## src/rtl/bseq_pkg.sv

```systemverilog
package bseq_pkg;

    typedef enum logic [1:0] {
        BL_4    = 2'd0,
        BL_8    = 2'd1,
        BL_16   = 2'd2,
        BL_CONT = 2'd3
    } blen_e;

    typedef enum logic [1:0] {
        ST_IDLE = 2'd0,
        ST_LAT  = 2'd1,
        ST_DATA = 2'd2
    } phase_e;

    typedef struct packed {
        blen_e len;
        logic  no_wrap;
        logic  hold2;
        logic  wait_early;
    } bcfg_t;

    localparam bcfg_t CFG_RESET = '{len: BL_CONT, no_wrap: 1'b1, hold2: 1'b1, wait_early: 1'b0};

    // Words in a fixed burst; zero means unbounded.
    function automatic logic [4:0] words_of(blen_e l);
        case (l)
            BL_4:    return 5'd4;
            BL_8:    return 5'd8;
            BL_16:   return 5'd16;
            default: return 5'd0;
        endcase
    endfunction

    function automatic logic is_linear(bcfg_t c);
        return (c.len == BL_CONT) || c.no_wrap;
    endfunction

endpackage

```

## src/rtl/bseq_cfg_latch.sv

```systemverilog
module bseq_cfg_latch
    import bseq_pkg::*;
#(
    parameter int LAT_W = 3
) (
    input  logic             clk,
    input  logic             rst,
    input  logic             load,
    input  bcfg_t            cfg_in,
    input  logic [LAT_W-1:0] lat_code,
    output bcfg_t            cfg_q,
    output logic [LAT_W-1:0] lat_dec,
    output logic             lat_bad
);
    localparam logic [LAT_W-1:0] LAT_MAX = '1;
    localparam logic [LAT_W-1:0] LAT_MIN = LAT_W'(2);

    logic code_rsv;
    assign code_rsv = (lat_code < LAT_MIN);
    assign lat_dec  = code_rsv ? LAT_MAX : lat_code;

    always_ff @(posedge clk) begin
        if (rst) begin
            cfg_q   <= CFG_RESET;
            lat_bad <= 1'b0;
        end else if (load) begin
            cfg_q   <= cfg_in;
            lat_bad <= code_rsv;
        end
    end

    // a reserved code on a strobe is recorded
    p_illegal_r2: assert property (@(posedge clk) disable iff (rst)
        (load && (lat_code == '0)) |=> lat_bad);

    // sampled fields only move on a strobe
    p_cfg_hold_r12: assert property (@(posedge clk) disable iff (rst)
        !load |=> $stable(cfg_q));

endmodule

```

## src/rtl/bseq_addr_gen.sv

```systemverilog
module bseq_addr_gen
    import bseq_pkg::*;
#(
    parameter int ADDR_W = 23
) (
    input  logic              clk,
    input  logic              rst,
    input  logic              load,
    input  logic [ADDR_W-1:0] start,
    input  logic              adv,
    input  blen_e             len,
    input  logic              linear,
    output logic [ADDR_W-1:0] addr_q,
    output logic              last
);
    localparam int CNT_W = 4;

    logic [CNT_W-1:0]  cnt_q;
    logic [4:0]        words;
    logic [ADDR_W-1:0] mask;
    logic [ADDR_W-1:0] inc;
    logic [ADDR_W-1:0] nxt;

    assign words = words_of(len);
    assign mask  = ADDR_W'(words) - ADDR_W'(1);
    assign inc   = addr_q + ADDR_W'(1);
    assign nxt   = linear ? inc : ((addr_q & ~mask) | (inc & mask));
    assign last  = (len != BL_CONT) && ({1'b0, cnt_q} == (words - 5'd1));

    always_ff @(posedge clk) begin
        if (rst) begin
            addr_q <= '0;
            cnt_q  <= '0;
        end else if (load) begin
            addr_q <= start;
            cnt_q  <= '0;
        end else if (adv) begin
            addr_q <= nxt;
            cnt_q  <= cnt_q + CNT_W'(1);
        end
    end

    // linear stepping
    p_linear_r4: assert property (@(posedge clk) disable iff (rst)
        (adv && !load && linear) |=> (addr_q == $past(addr_q) + ADDR_W'(1)));

    // wrapping never touches bits above the window
    p_wrap_r5: assert property (@(posedge clk) disable iff (rst)
        (adv && !load && !linear) |=> (((addr_q ^ $past(addr_q)) & ~$past(mask)) == '0));

    // continuous bursts always count up
    p_cont_r6: assert property (@(posedge clk) disable iff (rst)
        (adv && !load && (len == BL_CONT)) |=> (addr_q == $past(addr_q) + ADDR_W'(1)));

endmodule

```

## src/rtl/bseq_ctrl.sv

```systemverilog
module bseq_ctrl
    import bseq_pkg::*;
#(
    parameter int LAT_W = 3
) (
    input  logic             clk,
    input  logic             rst,
    input  logic             chip_en,
    input  logic             strobe,
    input  logic [LAT_W-1:0] lat_dec,
    input  logic             hold2,
    input  logic             wait_early,
    input  logic             last,
    output phase_e           st_q,
    output logic             ph_q,
    output logic             adv,
    output logic             wait_act
);
    logic [LAT_W-1:0] cnt_q;

    assign adv      = chip_en && !strobe && (st_q == ST_DATA) && (ph_q || !hold2);
    assign wait_act = chip_en && (st_q == ST_LAT) && !(wait_early && (cnt_q == LAT_W'(1)));

    always_ff @(posedge clk) begin
        if (rst) begin
            st_q  <= ST_IDLE;
            cnt_q <= '0;
            ph_q  <= 1'b0;
        end else if (!chip_en) begin
            st_q <= ST_IDLE;
            ph_q <= 1'b0;
        end else if (strobe) begin
            st_q  <= ST_LAT;
            cnt_q <= lat_dec - LAT_W'(1);
            ph_q  <= 1'b0;
        end else begin
            case (st_q)
                ST_LAT: begin
                    if (cnt_q == LAT_W'(1)) st_q <= ST_DATA;
                    else                    cnt_q <= cnt_q - LAT_W'(1);
                end
                ST_DATA: begin
                    if (hold2 && !ph_q) begin
                        ph_q <= 1'b1;
                    end else begin
                        ph_q <= 1'b0;
                        if (last) st_q <= ST_IDLE;
                    end
                end
                default: st_q <= ST_IDLE;
            endcase
        end
    end

    // latency counter never sits at zero while counting
    p_lat_cnt_r2: assert property (@(posedge clk) disable iff (rst)
        (st_q == ST_LAT) |-> (cnt_q != '0));

    // first half of a held word is followed by the second half
    p_hold_r7: assert property (@(posedge clk) disable iff (rst)
        ((st_q == ST_DATA) && hold2 && !ph_q && chip_en && !strobe) |=> ((st_q == ST_DATA) && ph_q));

    // final word of a fixed burst returns to idle
    p_end_r3: assert property (@(posedge clk) disable iff (rst)
        (adv && last) |=> (st_q == ST_IDLE));

endmodule

```

## src/rtl/bseq_wait_drv.sv

```systemverilog
module bseq_wait_drv (
    input  logic chip_en,
    input  logic out_en,
    input  logic wait_act,
    input  logic wait_hi,
    output logic wait_out,
    output logic wait_oe
);
    assign wait_oe  = chip_en && out_en;
    assign wait_out = wait_oe && (wait_act == wait_hi);
endmodule

```

## src/rtl/burst_read_seq.sv

```systemverilog
module burst_read_seq
    import bseq_pkg::*;
#(
    parameter int ADDR_W = 23,
    parameter int LAT_W  = 3
) (
    input  logic              clk,
    input  logic              rst,
    input  logic              chip_en,
    input  logic              out_en,
    input  logic              addr_valid,
    input  logic [ADDR_W-1:0] start_addr,
    input  logic [1:0]        cfg_len,
    input  logic              cfg_no_wrap,
    input  logic              cfg_hold2,
    input  logic              cfg_wait_hi,
    input  logic              cfg_wait_early,
    input  logic [LAT_W-1:0]  cfg_lat_code,
    output logic [ADDR_W-1:0] arr_addr,
    output logic              arr_rd,
    output logic              data_valid,
    output logic              wait_out,
    output logic              wait_oe,
    output logic              lat_illegal
);
    bcfg_t            cfg_in;
    bcfg_t            cfg_q;
    logic [LAT_W-1:0] lat_dec;
    logic             strobe;
    logic             adv;
    logic             last;
    logic             wait_act;
    logic             ph_q;
    phase_e           st_q;

    assign strobe = addr_valid && chip_en;

    always_comb begin
        cfg_in.len        = blen_e'(cfg_len);
        cfg_in.no_wrap    = cfg_no_wrap;
        cfg_in.hold2      = cfg_hold2;
        cfg_in.wait_early = cfg_wait_early;
    end

    bseq_cfg_latch #(.LAT_W(LAT_W)) u_cfg (
        .clk(clk), .rst(rst), .load(strobe), .cfg_in(cfg_in), .lat_code(cfg_lat_code),
        .cfg_q(cfg_q), .lat_dec(lat_dec), .lat_bad(lat_illegal)
    );

    bseq_addr_gen #(.ADDR_W(ADDR_W)) u_addr (
        .clk(clk), .rst(rst), .load(strobe), .start(start_addr), .adv(adv),
        .len(cfg_q.len), .linear(is_linear(cfg_q)), .addr_q(arr_addr), .last(last)
    );

    bseq_ctrl #(.LAT_W(LAT_W)) u_ctrl (
        .clk(clk), .rst(rst), .chip_en(chip_en), .strobe(strobe), .lat_dec(lat_dec),
        .hold2(cfg_q.hold2), .wait_early(cfg_q.wait_early), .last(last),
        .st_q(st_q), .ph_q(ph_q), .adv(adv), .wait_act(wait_act)
    );

    bseq_wait_drv u_wait (
        .chip_en(chip_en), .out_en(out_en), .wait_act(wait_act), .wait_hi(cfg_wait_hi),
        .wait_out(wait_out), .wait_oe(wait_oe)
    );

    assign data_valid = chip_en && (st_q == ST_DATA);
    assign arr_rd     = data_valid && !ph_q;

    // reset leaves the port quiet
    p_reset_r1: assert property (@(posedge clk)
        rst |=> (!data_valid && !lat_illegal));

    // a deselected cycle kills the burst for good
    p_abort_r11: assert property (@(posedge clk) disable iff (rst)
        !chip_en |=> !data_valid);

endmodule

```

## config.mk

```make
export PLATFORM = sky130hd
export DESIGN_NAME = burst_read_seq
export DESIGN_NICKNAME = d
export VERILOG_FILES = /design/src/rtl/bseq_pkg.sv /design/src/rtl/bseq_cfg_latch.sv /design/src/rtl/bseq_addr_gen.sv /design/src/rtl/bseq_ctrl.sv /design/src/rtl/bseq_wait_drv.sv /design/src/rtl/burst_read_seq.sv
export SDC_FILE = /design/constraint.sdc
export NUM_CORES = 1
export LEC_CHECK = 0
export BUFFER_PORTS_ARGS = -buffer_cell sky130_fd_sc_hd__clkbuf_2
export CAP_MARGIN = 5
export CORE_ASPECT_RATIO = 0.5
export CORE_UTILIZATION = 52
export DETAILED_ROUTE_END_ITERATION = 6
export PLACE_DENSITY = 0.8
export SLEW_MARGIN = 10
export SYNTH_ARGS = -nofsm -noshare
export SYNTH_HDL_FRONTEND = slang
export SYNTH_SLANG_ARGS = --single-unit
```

## constraint.sdc

```tcl
create_clock -name clk -period 2.4 [get_ports clk]
set_clock_uncertainty 0.05 [all_clocks]
set_input_delay 0.12 -clock clk [delete_from_list [all_inputs] [get_ports clk]]
set_output_delay 0.12 -clock clk [all_outputs]
set_load 0.03 [all_outputs]
```

Word level (Yosys, flattened, before mapping)
Index checks and enable logic that the tools add are counted.
{"block": "word_totals", "wordCells": 81, "inputBits": 37, "reg_bits": 39, "output_inout_bits": 28}
{"block": "op_classes", "eq_ne": 16, "n_mux": 14, "bitwise_logic": 5, "magnitude_cmp": 1, "reduce_logical": 28, "n_addsub": 6}
{"op": "2-to-1 mux 23 bit", "n": 3}
{"op": "bitwise AND 23 bit", "n": 2}
{"op": "adder 23 x 1 -> 23 bit, second input constant", "n": 1}
{"op": "NOT 23 bit", "n": 1}
{"op": "OR 23 bit", "n": 1}
{"op": "one-hot mux 5 bit (3 select lines)", "n": 1}
{"op": "logical AND 1 bit", "n": 13}
{"op": "2-to-1 mux 3 bit", "n": 4}
{"op": "!= test 3 x 2 -> 1 bit, second input constant", "n": 3}
{"op": "AND reduction 3 bit", "n": 3}
{"op": "!= test 2 bit, second input constant", "n": 4}
{"op": "== test 2 bit, second input constant", "n": 3}
{"op": "2-to-1 mux 2 bit", "n": 3}
{"op": "subtractor 3 x 1 -> 3 bit, second input constant", "n": 2}
{"op": "subtractor 5 x 1 -> 6 bit, second input constant", "n": 1}
{"op": "== test 4 x 5 -> 1 bit", "n": 1}
{"op": "subtractor 5 x 1 -> 5 bit, second input constant", "n": 1}
{"op": "adder 4 x 1 -> 4 bit, second input constant", "n": 1}
{"op": "== test 2 x 1 -> 1 bit, second input constant", "n": 2}
{"op": "zero test 1 bit", "n": 4}
{"op": "one-hot mux 2 bit (2 select lines)", "n": 1}
{"op": "nonzero test 2 bit", "n": 2}
{"op": "OR reduction 2 bit", "n": 2}
{"op": "== test 3 x 1 -> 1 bit, second input constant", "n": 1}
{"op": "other kinds (8)", "n": 10}

Depth between registers and ports, before layout
Gate-level depths: netlist (run 1).
{"block": "depth", "ltp_word": 9, "ltp_mapped": 8, "depth_no_buf": 7}

By module
From an unflattened synthesis (run 1), not the netlist that was laid out.
{"block": "hier_totals", "cells_unflattened": 263, "hier_area_um2": 2249.7}
{"mod": "bseq_addr_gen", "area_per_inst_um2": 1517.7, "cells_per_inst": 184, "instances": 1, "seq_area_each_um2": 540.5}
{"mod": "bseq_ctrl", "area_per_inst_um2": 431.7, "cells_per_inst": 49, "instances": 1, "seq_area_each_um2": 120.1}
{"mod": "bseq_cfg_latch", "area_per_inst_um2": 244.0, "cells_per_inst": 23, "instances": 1, "seq_area_each_um2": 120.1}
{"mod": "burst_read_seq", "area_per_inst_um2": 35.0, "cells_per_inst": 4, "instances": 1, "seq_area_each_um2": 0.0}
{"mod": "bseq_wait_drv", "area_per_inst_um2": 21.3, "cells_per_inst": 3, "instances": 1, "seq_area_each_um2": 0.0}

Least setup slack after synthesis (run 1)
OpenSTA, ideal clock, no wires.
{"block": "synth_path", "kind": "reg-to-reg", "start": "register u_addr.addr_q[0]", "end": "register (tool-made name)", "period_less_slack_ns": 1.983, "required_time_ns": 2.264, "n_path_buf": 0, "arrival_ns": 1.847, "path_stages_with_launch": 7, "setup_time_ns": 0.086, "setup_slack_ns": 0.417, "path_cell_list": "dfxtp_1 -> ha_1 -> nand4_1 -> nor4_2 -> nand4_1 -> xor2_1 -> a211oi_1"}
{"item": "from (decl)", "line_no": "bseq_addr_gen.sv:13", "text": "output logic [ADDR_W-1:0] addr_q,"}
{"item": "from (signal assigned)", "line_no": "bseq_addr_gen.sv:35", "text": "addr_q <= start;"}
{"item": "from (signal assigned)", "line_no": "bseq_addr_gen.sv:38", "text": "addr_q <= nxt;"}

==> metrics.cfg, run 1 <==
[setup_path]
crit_type=register to register
slowest_delay_ps=430
arrival_ps=2120
end_kind=register
worstPathRequired_ps=2560
crit_top_cell=nand4_1
path_max_fanout=6
path_cells=ha_1 > nand4_1 > nor4_2 > nand4_1 > xor2_1 > a211oi_1
cp-start-kind=register
r2r_start=u_addr.addr_q[0]
cp_slowest_cell=dfxtp_1
crit_path_start=u_addr.addr_q[0]

[cells_and_area]
seqCellArea_um2=781
fin_util=0.700
drive_above_1_share=0.239
multi_input_area_mm2=0.00142
n_antenna_cell=0
fill_cells=337
layoutNonFillerInstCount=405
fin_nets=392
finalInstanceArea_mm2=0.00283
syn_to_final_growth_pct=23.9

[clock_network]
clk_latency_ps=300
cts_buffers=5
cts_tree=yes
cts-root-buf=clkbuf_8
htree_levels=2
clk_path_buf_depth=2
cts_num_sinks=39
clk_pin_slew_ps=70

[route]
ant_nets=0
vias=2363
drtPass1Iterations=4
vias_per_cell=5.83
drt_iter0_drc=106
wl_per_cell_um=14.1
routed_wl_um=5710
drc=0

[synth]
synthCells=281
synth_edf_count=0
avgSynthCellArea_um2=8.13
syn_area_mm2=0.00228
yosys_warnings=0
synthTopCellsByCount=40 x nor2_1, 39 x dfxtp_1, 27 x nand2_1, 19 x a21oi_1
ys_async_sr_fraction=0
synth_top_area_share=0.342
synth.yosys.seq_area_share=0.342
ys_seq_elements=39
yosysUniqueCellTypes=56
yosysMostFrequentCell=nor2_1
synth_top_area_cell=dfxtp_1
synth_area_leaders=dfxtp_1 34%, nor2_1 6.6%, nand2_1 4.4%
yosys_most_used_dff=dfxtp_1
synth_nets=323

[sta]
grt_setup_unrepaired=no
setup_viol=0
worstMarginPinSlew_ps=762
hold_slack_ps=39.9
final.setup.tns_ps=0
period_minus_slack_ps=1960
slew_violations=0
layout_setup_ws_ps=438
fmax_ghz=0.510
period_share=0.817
slew_headroom=0.492
hold_viol=0

[place]
place_ws_ps=463
hpwl_um=4070
placed_cell_area_mm2=0.00264
globalplace.congestion=0.796
portBuffers=64
place_inst=388

[floorplanning]
die_h_um=48.9
core_area_mm2=0.00404
fp.dieW_um=95.7
ios=65
rows=16
initial_core_util=0.565
dieArea_mm2=0.00468

[global_route]
grt_pass1_wl_um=9310
grt_usage=0.257
grt_pass1_vias=2126
grt_start_max_net_pins=46
antenna_found_initial=0
grt-ovfl-total=0

[flow_run]
cap_violations=0

[hold_path]
hp-class=primary input to register
min_from=start_addr[19]

[outcome]
status=finished, final reports clean

[power]
power_per_cell_area_mw_per_mm2=530
finalPower_mw=1.50
peakVddDrop_mv=0.292
p_leak_nw=1.17

==> critical path, delay by kind of cell (launching register included) <==
family	cells	cell delay, ps
adder cells (fa/ha/maj)	1	240
flip-flops	1	430
XOR/XNOR	1	170
AND/OR/NAND/NOR	3	760
AO/OA/AOI/OAI	1	210
==> layout by cell type, fill, tap and decap left out, drive strengths merged, types with 2 or more instances in the layout <==
cell type / n
and2: 4
and4: 4
mux2i: 2
or4: 4
a31oi: 2
a311oi: 5
xnor2: 10
o21ai: 6
ha: 5
nor4: 5
and3: 5
o21bai: 2
dlygate4sd3: 9
clkbuf: 72
a21oi: 19
o22ai: 4
buf: 2
or3: 2
nand3b: 6
nand2: 27
nor2: 41
a22o: 2
inv: 6
nor3: 11
nand3: 7
nand4: 10
dfxtp: 39
nor2b: 4
xor2: 4
a211oi: 10
nand2b: 5
o21a: 2
==> report_power, final <==
group,switching (mW),internal [mW],total (mW)
sequential,0.0470,0.684,0.731
combinational,0.161,0.112,0.272
clock,0.234,0.262,0.497
total,0.442,1.06,1.50
==> final cells by class <==
| class | instances | area share |
|---|---|---|
| multi-input combinational | 222 | 0.500 |
| sequential | 39 | 0.276 |
| timing repair buffer | 75 | 0.155 |
| clock buffer | 8 | 0.0354 |
| tap | 54 | 0.0239 |
| inverter | 7 | 0.00973 |
==> repair_timing <==
item,in CTS,in global routing
hold buffers,9,0
endpoints found under the hold margin,9,0
buffers inserted,0,0
resized for setup,0,0
==> per-layer routing <==
metal  vias up  part of all wire  GRT usage
li1       1167                 -          -
met1      1112              0.44      0.317
met2        74              0.47      0.421
met3        10             0.066     0.0732
met4         0             0.017      0.104
met5         -                 0          0
==> final timing paths <==
check	slack [ps]	cells after the start	to
hold reg to reg	410	2	u_cfg.cfg_q[0]
setup / recovery	440	6	register
setup reg to reg	440	6	register
hold / removal	40	3	register
==> cells by family after synthesis <==
kind of cell / count (synthesis) / synth area share
AO/OA/AOI/OAI: 61 / 0.179
XOR/XNOR: 14 / 0.0537
adder cells (fa/ha/maj): 5 / 0.0274
buffers and inverters: 20 / 0.0383
flip-flops: 39 / 0.342
multiplexers: 2 / 0.00876
AND/OR/NAND/NOR: 140 / 0.351
(Power assumes the default switching activity.)
==> run 2: changes to the inputs <==
--- a/config.mk
+++ b/config.mk
@@ -5,12 +5,13 @@
 export SDC_FILE = /design/constraint.sdc
 export NUM_CORES = 1
 export LEC_CHECK = 0
+export ABC_AREA = 1
 export BUFFER_PORTS_ARGS = -buffer_cell sky130_fd_sc_hd__clkbuf_2
 export CAP_MARGIN = 5
 export CORE_ASPECT_RATIO = 0.5
-export CORE_UTILIZATION = 52
+export CORE_UTILIZATION = 47
 export DETAILED_ROUTE_END_ITERATION = 6
-export PLACE_DENSITY = 0.8
+export PLACE_DENSITY = 0.76
 export SLEW_MARGIN = 10
 export SYNTH_ARGS = -nofsm -noshare
 export SYNTH_HDL_FRONTEND = slang
==> constraint.sdc (replaced) <==
create_clock -name clk -period 1.6 [get_ports clk]
set_clock_uncertainty 0.05 [all_clocks]
set_input_delay 0.08 -clock clk [delete_from_list [all_inputs] [get_ports clk]]
set_output_delay 0.08 -clock clk [all_outputs]
set_load 0.03 [all_outputs]
==> metrics.cfg, run 2 <==
[synth]
syn_area_mm2=0.00238  ; +4.1%
synth_compound_area_frac=0.236  ; +0.0572
yosysMostFrequentCell=nand2_1
ys_seq_elements=39  ; unchanged
synth_mux_area_frac=0  ; -0.00876
avgSynthCellArea_um2=6.81  ; -16%
synthSimpleGateAreaFrac=0.273  ; -0.0779
synthTopCellsByCount=65 x nand2_1, 40 x a21oi_1, 39 x dfxtp_1, 36 x nor2_1, 35 x o21ai_0
synthXorXnorAreaFrac=0.0516  ; -0.00209
yosys_warnings=0  ; unchanged
yosysUniqueCellTypes=36  ; -36%
yosys_most_used_dff=dfxtp_1
synth_top_area_cell=dfxtp_1
synth_area_leaders=dfxtp_1 33%, nand2_1 10%, a21oi_1 8.4%
synth_edf_count=0  ; unchanged
synth_top_area_share=0.328  ; -0.0133
synth.yosys.seq_area_share=0.328  ; -0.0133
synthCells=349  ; +24%
synth-adder-area-share=0.0263  ; -0.00107
synth_top_family_by_area=simple AND/OR/NAND/NOR gates
synth_nets=391  ; +21%
ys_async_sr_fraction=0  ; unchanged

[sta]
worstMarginPinSlew_ps=352  ; -410 ps
hold_viol=0  ; unchanged
grt_setup_unrepaired=yes
setup_viol=0  ; unchanged
layout_setup_ws_ps=43.2  ; -395 ps
slew_headroom=0.765  ; +0.273
slew_violations=0  ; unchanged
final.setup.tns_ps=0  ; unchanged
hold_slack_ps=8.82  ; -31.1 ps
period_minus_slack_ps=1560
period_share=0.973
fmax_ghz=0.642

[route]
ant_nets=0  ; unchanged
vias_per_cell=5.27  ; -9.7%
drtPass1Iterations=5  ; +1
routed_wl_um=6210  ; +8.8%
drc=0  ; unchanged
drt_iter0_drc=178  ; +68%
wl_per_cell_um=12.5  ; -11%
vias=2609  ; +10%

[setup_path]
path_max_fanout=3  ; -3
end_kind=output pin
crit_type=register to output pin
cp-start-kind=register
rr_worst_depth=8  ; +2
r2r_slack_ps=80  ; -360 ps
slowest_delay_ps=330  ; -100 ps
path_cells=inv_2 > ha_4 > inv_4 > nor2_4 > nand2_2 > nand3_2 > xnor2_2 > nor2_1 > buf_4
cp_slowest_cell=dfxtp_2
r2r_start=u_ctrl.cnt_q[1]
r2r_end=u_ctrl.cnt_q[1]
worstPathRequired_ps=1470  ; -1090 ps
arrival_ps=1430  ; -690 ps

[hold_path]
hold_path_end=u_cfg.cfg_q[0]
min_from=cfg_wait_early
hp-class=primary input to register
hold_depth=3  ; unchanged

[clock_network]
cts_tree=yes
clk_latency_ps=290  ; about the same
htree_levels=2  ; unchanged
cts_buffers=5  ; unchanged
cts_num_sinks=39  ; unchanged
clk_pin_slew_ps=80  ; about the same
cts-root-buf=clkbuf_8
clk_path_buf_depth=2  ; unchanged

[cells_and_area]
layout_commonest_cell=clkbuf_2
layoutNonFillerInstCount=495  ; +22%
fin_nets=470  ; +20%
fin_util=0.678  ; -0.0219
fill_cells=407  ; +21%
n_antenna_cell=0  ; unchanged
seqCellArea_um2=796  ; +1.9%
syn_to_final_growth_pct=31.6
finalInstanceArea_mm2=0.00313  ; +11%
multi_input_area_mm2=0.00151  ; +6.7%
layout_common_cells=63 x clkbuf_2, 62 x nand2_1, 40 x a21oi_1
drive_above_1_share=0.310  ; +0.0707

[floorplanning]
ios=65  ; unchanged
initial_core_util=0.515  ; -0.0499
dieArea_mm2=0.00536  ; +15%
core_area_mm2=0.00462  ; +14%
rows=17  ; +1
fp.dieW_um=103  ; +7.1%
die_h_um=52.3  ; +7.0%

[global_route]
grt_pass1_wl_um=10100  ; +8.5%
grt_usage=0.242  ; -0.0143
antenna_found_initial=0  ; unchanged
grt-ovfl-total=0  ; unchanged
grt_start_max_net_pins=35  ; -24%
grt_pass1_vias=2305  ; +8.4%

[place]
place_inst=479  ; +23%
portBuffers=64  ; unchanged
globalplace.congestion=0.854  ; +7.3%
placed_cell_area_mm2=0.00282  ; +6.8%
hpwl_um=4390  ; +7.8%
place_ws_ps=18.0  ; -445 ps

[power]
power_per_cell_area_mw_per_mm2=747  ; +41%
p_leak_nw=1.35  ; +16%
finalPower_mw=2.34  ; +56%
peakVddDrop_mv=0.429  ; +47%

[outcome]
status=finished, final reports clean

[flow_run]
cap_violations=0  ; unchanged

-- run 2: worst max-delay path: cells and delay by family, from the launching register on --
family / cells / cell delay [ps]
fa+ha+maj: 1 / 150
simple gates: 4 / 260
xor+xnor: 1 / 140
flops: 1 / 330
buf+inv: 3 / 250
-- run 2: cell families (layout without fill, tap and decap cells) --
family,count (synthesis),count (layout)
AND/OR/NAND/NOR,148,148
XOR/XNOR,14,14
flip-flops,39,39
adder cells (fa/ha/maj),5,5
AO/OA/AOI/OAI,98,98
buffers and inverters,45,125
-- run 2: how the worst max path moves through the flow --
stage / from / end / slack, ps / depth (start not counted)
global route: u_ctrl.cnt_q[1] / wait_out / -40 / 9
floorplan: u_addr.addr_q[0] / register / 20 / 8
global placement: u_addr.addr_q[0] / register / 90 / 7
finish: u_ctrl.cnt_q[1] / wait_out / 40 / 9
CTS: u_addr.addr_q[0] / register / -6 / 7
detailed placement: u_addr.addr_q[0] / register / 20 / 7
-- run 2: cell type report --
class / instances / share of cell area
clock buffer: 8 / 0.0320
inverter: 34 / 0.0424
multi-input combinational: 265 / 0.483
sequential: 39 / 0.254
tap: 66 / 0.0264
timing repair buffer: 83 / 0.162
-- run 2: report_power, final --
part	switching, mW	total [mW]	leakage, nW	internal, mW
clock network	0.351	0.745	0.0515	0.394
registers	0.0648	1.09	0.324	1.03
logic	0.306	0.501	0.977	0.196
total	0.721	2.34	1.35	1.62
-- run 2: timing repair --
item | 4_1_cts | 5_1_grt
pin swaps | 4 | 7
hold endpoints to repair | 5 | 0
endpoints found under the setup margin | 2 | 23
buffers inserted | 2 | 1
gates resized for setup | 8 | 32
hold buffers | 5 | 0
-- run 2: routing by layer --
layer	GRT usage	wire length, um	vias to the layer above
met5	0	0	-
met4	0.0595	64	0
met3	0.0453	364	9
met2	0.418	2900	91
met1	0.315	2880	1187
li1	-	-	1322
==> run 3: changes to the inputs <==
--- a/config.mk
+++ b/config.mk
@@ -9,10 +9,11 @@
 export BUFFER_PORTS_ARGS = -buffer_cell sky130_fd_sc_hd__clkbuf_2
 export CAP_MARGIN = 5
 export CORE_ASPECT_RATIO = 0.5
-export CORE_UTILIZATION = 47
+export CORE_UTILIZATION = 48
 export DETAILED_ROUTE_END_ITERATION = 6
 export PLACE_DENSITY = 0.76
 export SLEW_MARGIN = 10
 export SYNTH_ARGS = -nofsm -noshare
 export SYNTH_HDL_FRONTEND = slang
+export SYNTH_HIERARCHICAL = 1
 export SYNTH_SLANG_ARGS = --single-unit
==> metrics.cfg, run 3 <==
[outcome]
status=complete, but fails checks
violations=negative setup slack

[cells_and_area]
drive_above_1_share=0.372  ; +0.0616
syn_to_final_growth_pct=43.6
n_antenna_cell=0  ; unchanged
layout_common_cells=82 x nand2_1, 63 x clkbuf_2, 41 x nor2_1
finalInstanceArea_mm2=0.00357  ; +14%
layout_commonest_cell=nand2_1
layoutNonFillerInstCount=549  ; +11%
fill_cells=418  ; +2.7%
fin_nets=520  ; +11%

[setup_path]
cp_top_family=buffers and inverters
end_kind=register
crit_top_cell=buf_12
worstPathRequired_ps=1770  ; +300 ps
cp_slowest_cell=dfxtp_2
slowest_delay_ps=330  ; about the same
cp_num_buf_inv=4  ; +1
cp-start-kind=register
arrival_ps=1870  ; +440 ps
path_cells=inv_2 > nand2_2 > nor4_2 > buf_4 > nor2_4 > a21oi_4 > buf_12 > buf_12 > o21ai_4 > a21oi_2
path_max_fanout=8  ; +5
crit_type=register to register

[route]
drt_iter0_drc=89  ; -50%
routed_wl_um=7170  ; +15%
ant_nets=0  ; unchanged
wl_per_cell_um=13.1  ; +4.1%
drc=0  ; unchanged
vias=2852  ; +9.3%
vias_per_cell=5.19  ; -1.4%
drtPass1Iterations=6  ; +1

[synth]
yosysMostFrequentCell=nand2_1
avgSynthCellArea_um2=6.68  ; -2.0%
synth_nets=415  ; +6.1%
syn_area_mm2=0.00249  ; +4.7%
synth.yosys.seq_area_share=0.314  ; -0.0149
ys_async_sr_fraction=0  ; unchanged
synthTopCellsByCount=83 x nand2_1, 45 x nor2_1, 44 x a21oi_1, 39 x dfxtp_1, 30 x inv_1
synth_area_leaders=dfxtp_1 31%, nand2_1 13%, a21oi_1 8.8%
synthCells=373  ; +6.9%
ys_seq_elements=39  ; unchanged
yosys_most_used_dff=dfxtp_1
synth_edf_count=0  ; unchanged
synth_top_area_share=0.314  ; -0.0149
yosysUniqueCellTypes=38  ; +5.6%
synth_top_area_cell=dfxtp_1
yosys_warnings=6  ; +6

[clock_network]
cts_buffers=5  ; unchanged
clk_pin_slew_ps=80  ; about the same
cts_tree=yes
cts_num_sinks=39  ; unchanged
cts-root-buf=clkbuf_8
htree_levels=2  ; unchanged
clk_latency_ps=290  ; about the same
clk_path_buf_depth=2  ; unchanged

[floorplanning]
die_h_um=52.9  ; +1.2%
rows=18  ; +1
initial_core_util=0.503  ; -0.0125
fp.dieW_um=104  ; +1.2%
core_area_mm2=0.00495  ; +7.3%
dieArea_mm2=0.00550  ; +2.5%
ios=65  ; unchanged

[flow_run]
cap_violations=0  ; unchanged

[power]
finalPower_mw=2.38  ; +1.7%
p_leak_nw=1.55  ; +15%
peakVddDrop_mv=0.333  ; -22%
power_per_cell_area_mw_per_mm2=665  ; -11%

[sta]
slew_violations=0  ; unchanged
period_minus_slack_ps=1690  ; +135 ps
hold_viol=0  ; unchanged
setup_viol=20  ; +20
period_share=1.06  ; +0.0846
fmax_ghz=0.591  ; -8.0%
slew_headroom=0.741  ; -0.0238
layout_setup_ws_ps=-92.2  ; -135 ps
grt_setup_unrepaired=yes
worstMarginPinSlew_ps=389  ; +36.2 ps

[global_route]
grt_usage=0.252  ; +0.00913
grt_pass1_vias=2448  ; +6.2%
antenna_found_initial=0  ; unchanged
grt_start_max_net_pins=42  ; +20%
grt-ovfl-total=0  ; unchanged
grt_pass1_wl_um=11100  ; +9.5%

[place]
place_inst=521  ; +8.8%
placed_cell_area_mm2=0.00306  ; +8.5%
portBuffers=64  ; unchanged
hpwl_um=4660  ; +6.2%
globalplace.congestion=0.858  ; +0.53%
place_ws_ps=-58.7  ; -76.7 ps

[hold_path]
hp-class=primary input to register

run 3: changes by cell type after synthesis, moves of 3 or more:
cell     delta
a21oi_1     +4
a21oi_2     -9
nand2_1    +18
nand2_2     +3
nand3_2     +3
nor2_1      +9
nor3_1      -3
o21ai_0     -9
xnor2_1     +3
run 3: report_power, final:
group / internal (mW) / total [mW] / switching, mW
sequential: 1.03 / 1.09 / 0.0664
combinational: 0.261 / 0.632 / 0.371
clock: 0.306 / 0.652 / 0.346
run 3: cells by family (layout without fill, tap and decap cells):
kind of cell	count (synthesis)	after routing	share of synthesized area
flip-flops	39	39	0.314
AND/OR/NAND/NOR	182	182	0.335
XOR/XNOR	16	16	0.0563
adder cells (fa/ha/maj)	5	5	0.0251
AO/OA/AOI/OAI	86	86	0.190
buffers and inverters	45	151	0.0794
run 3: tightest hold or removal path, cell delays in order:
cell and delay (ps):
clkbuf_2 80, a21oi_1 50, a21oi_1 110
run 3: final timing paths:
kind	slack, ps	start	depth (start not counted)	endpoint
worst max-delay path	-90	u_ctrl/st_q[0]	10	register
worst min-delay path	20	start_addr[4]	3	register
worst max register to register	-90	u_ctrl/st_q[0]	10	register
worst min register to register	420	u_cfg/cfg_q[2]	2	u_cfg/cfg_q[2]
run 3: metal layers:
metal  part of all wire  routed length (um)  vias to the layer above  track usage
li1                   -                   -                     1439            -
met1               0.46                3280                     1330        0.326
met2               0.49                3510                       79        0.448
met3              0.048                 341                        4       0.0480
met4             0.0059                  42                        0       0.0452
met5                  0                   0                        -            0
run 3: stage by stage:
step,hold slack [ps],utilization,TNS (ps)
2_1_floorplan,95.0,-,-8.27
3_3_place_gp,246,0.617,-9.13
3_5_place_dp,246,0.617,-652
4_1_cts,7.10,0.667,-28.7
5_1_grt,11.5,0.721,-3020
6_report,17.9,0.721,-1270
run 3: cell type report:
cell class	instances	area [um2]	area share
repair buffers	106	737	0.206
flip-flops and latches	39	788	0.221
multi-input cells	289	1720	0.482
inverters	35	140	0.0392
clock buffers	7	76.3	0.0214
well taps	70	87.6	0.0245
repair inverters	2	17.5	0.00490
clock inverters	1	5.00	0.00140
run 3: repair_timing:
action	CTS	global route
pin swaps	7	6
buffers inserted	7	4
setup endpoints to repair	20	21
hold buffers	7	0
hold endpoints to repair	7	0
gates resized for setup	14	59
cloned	0	3
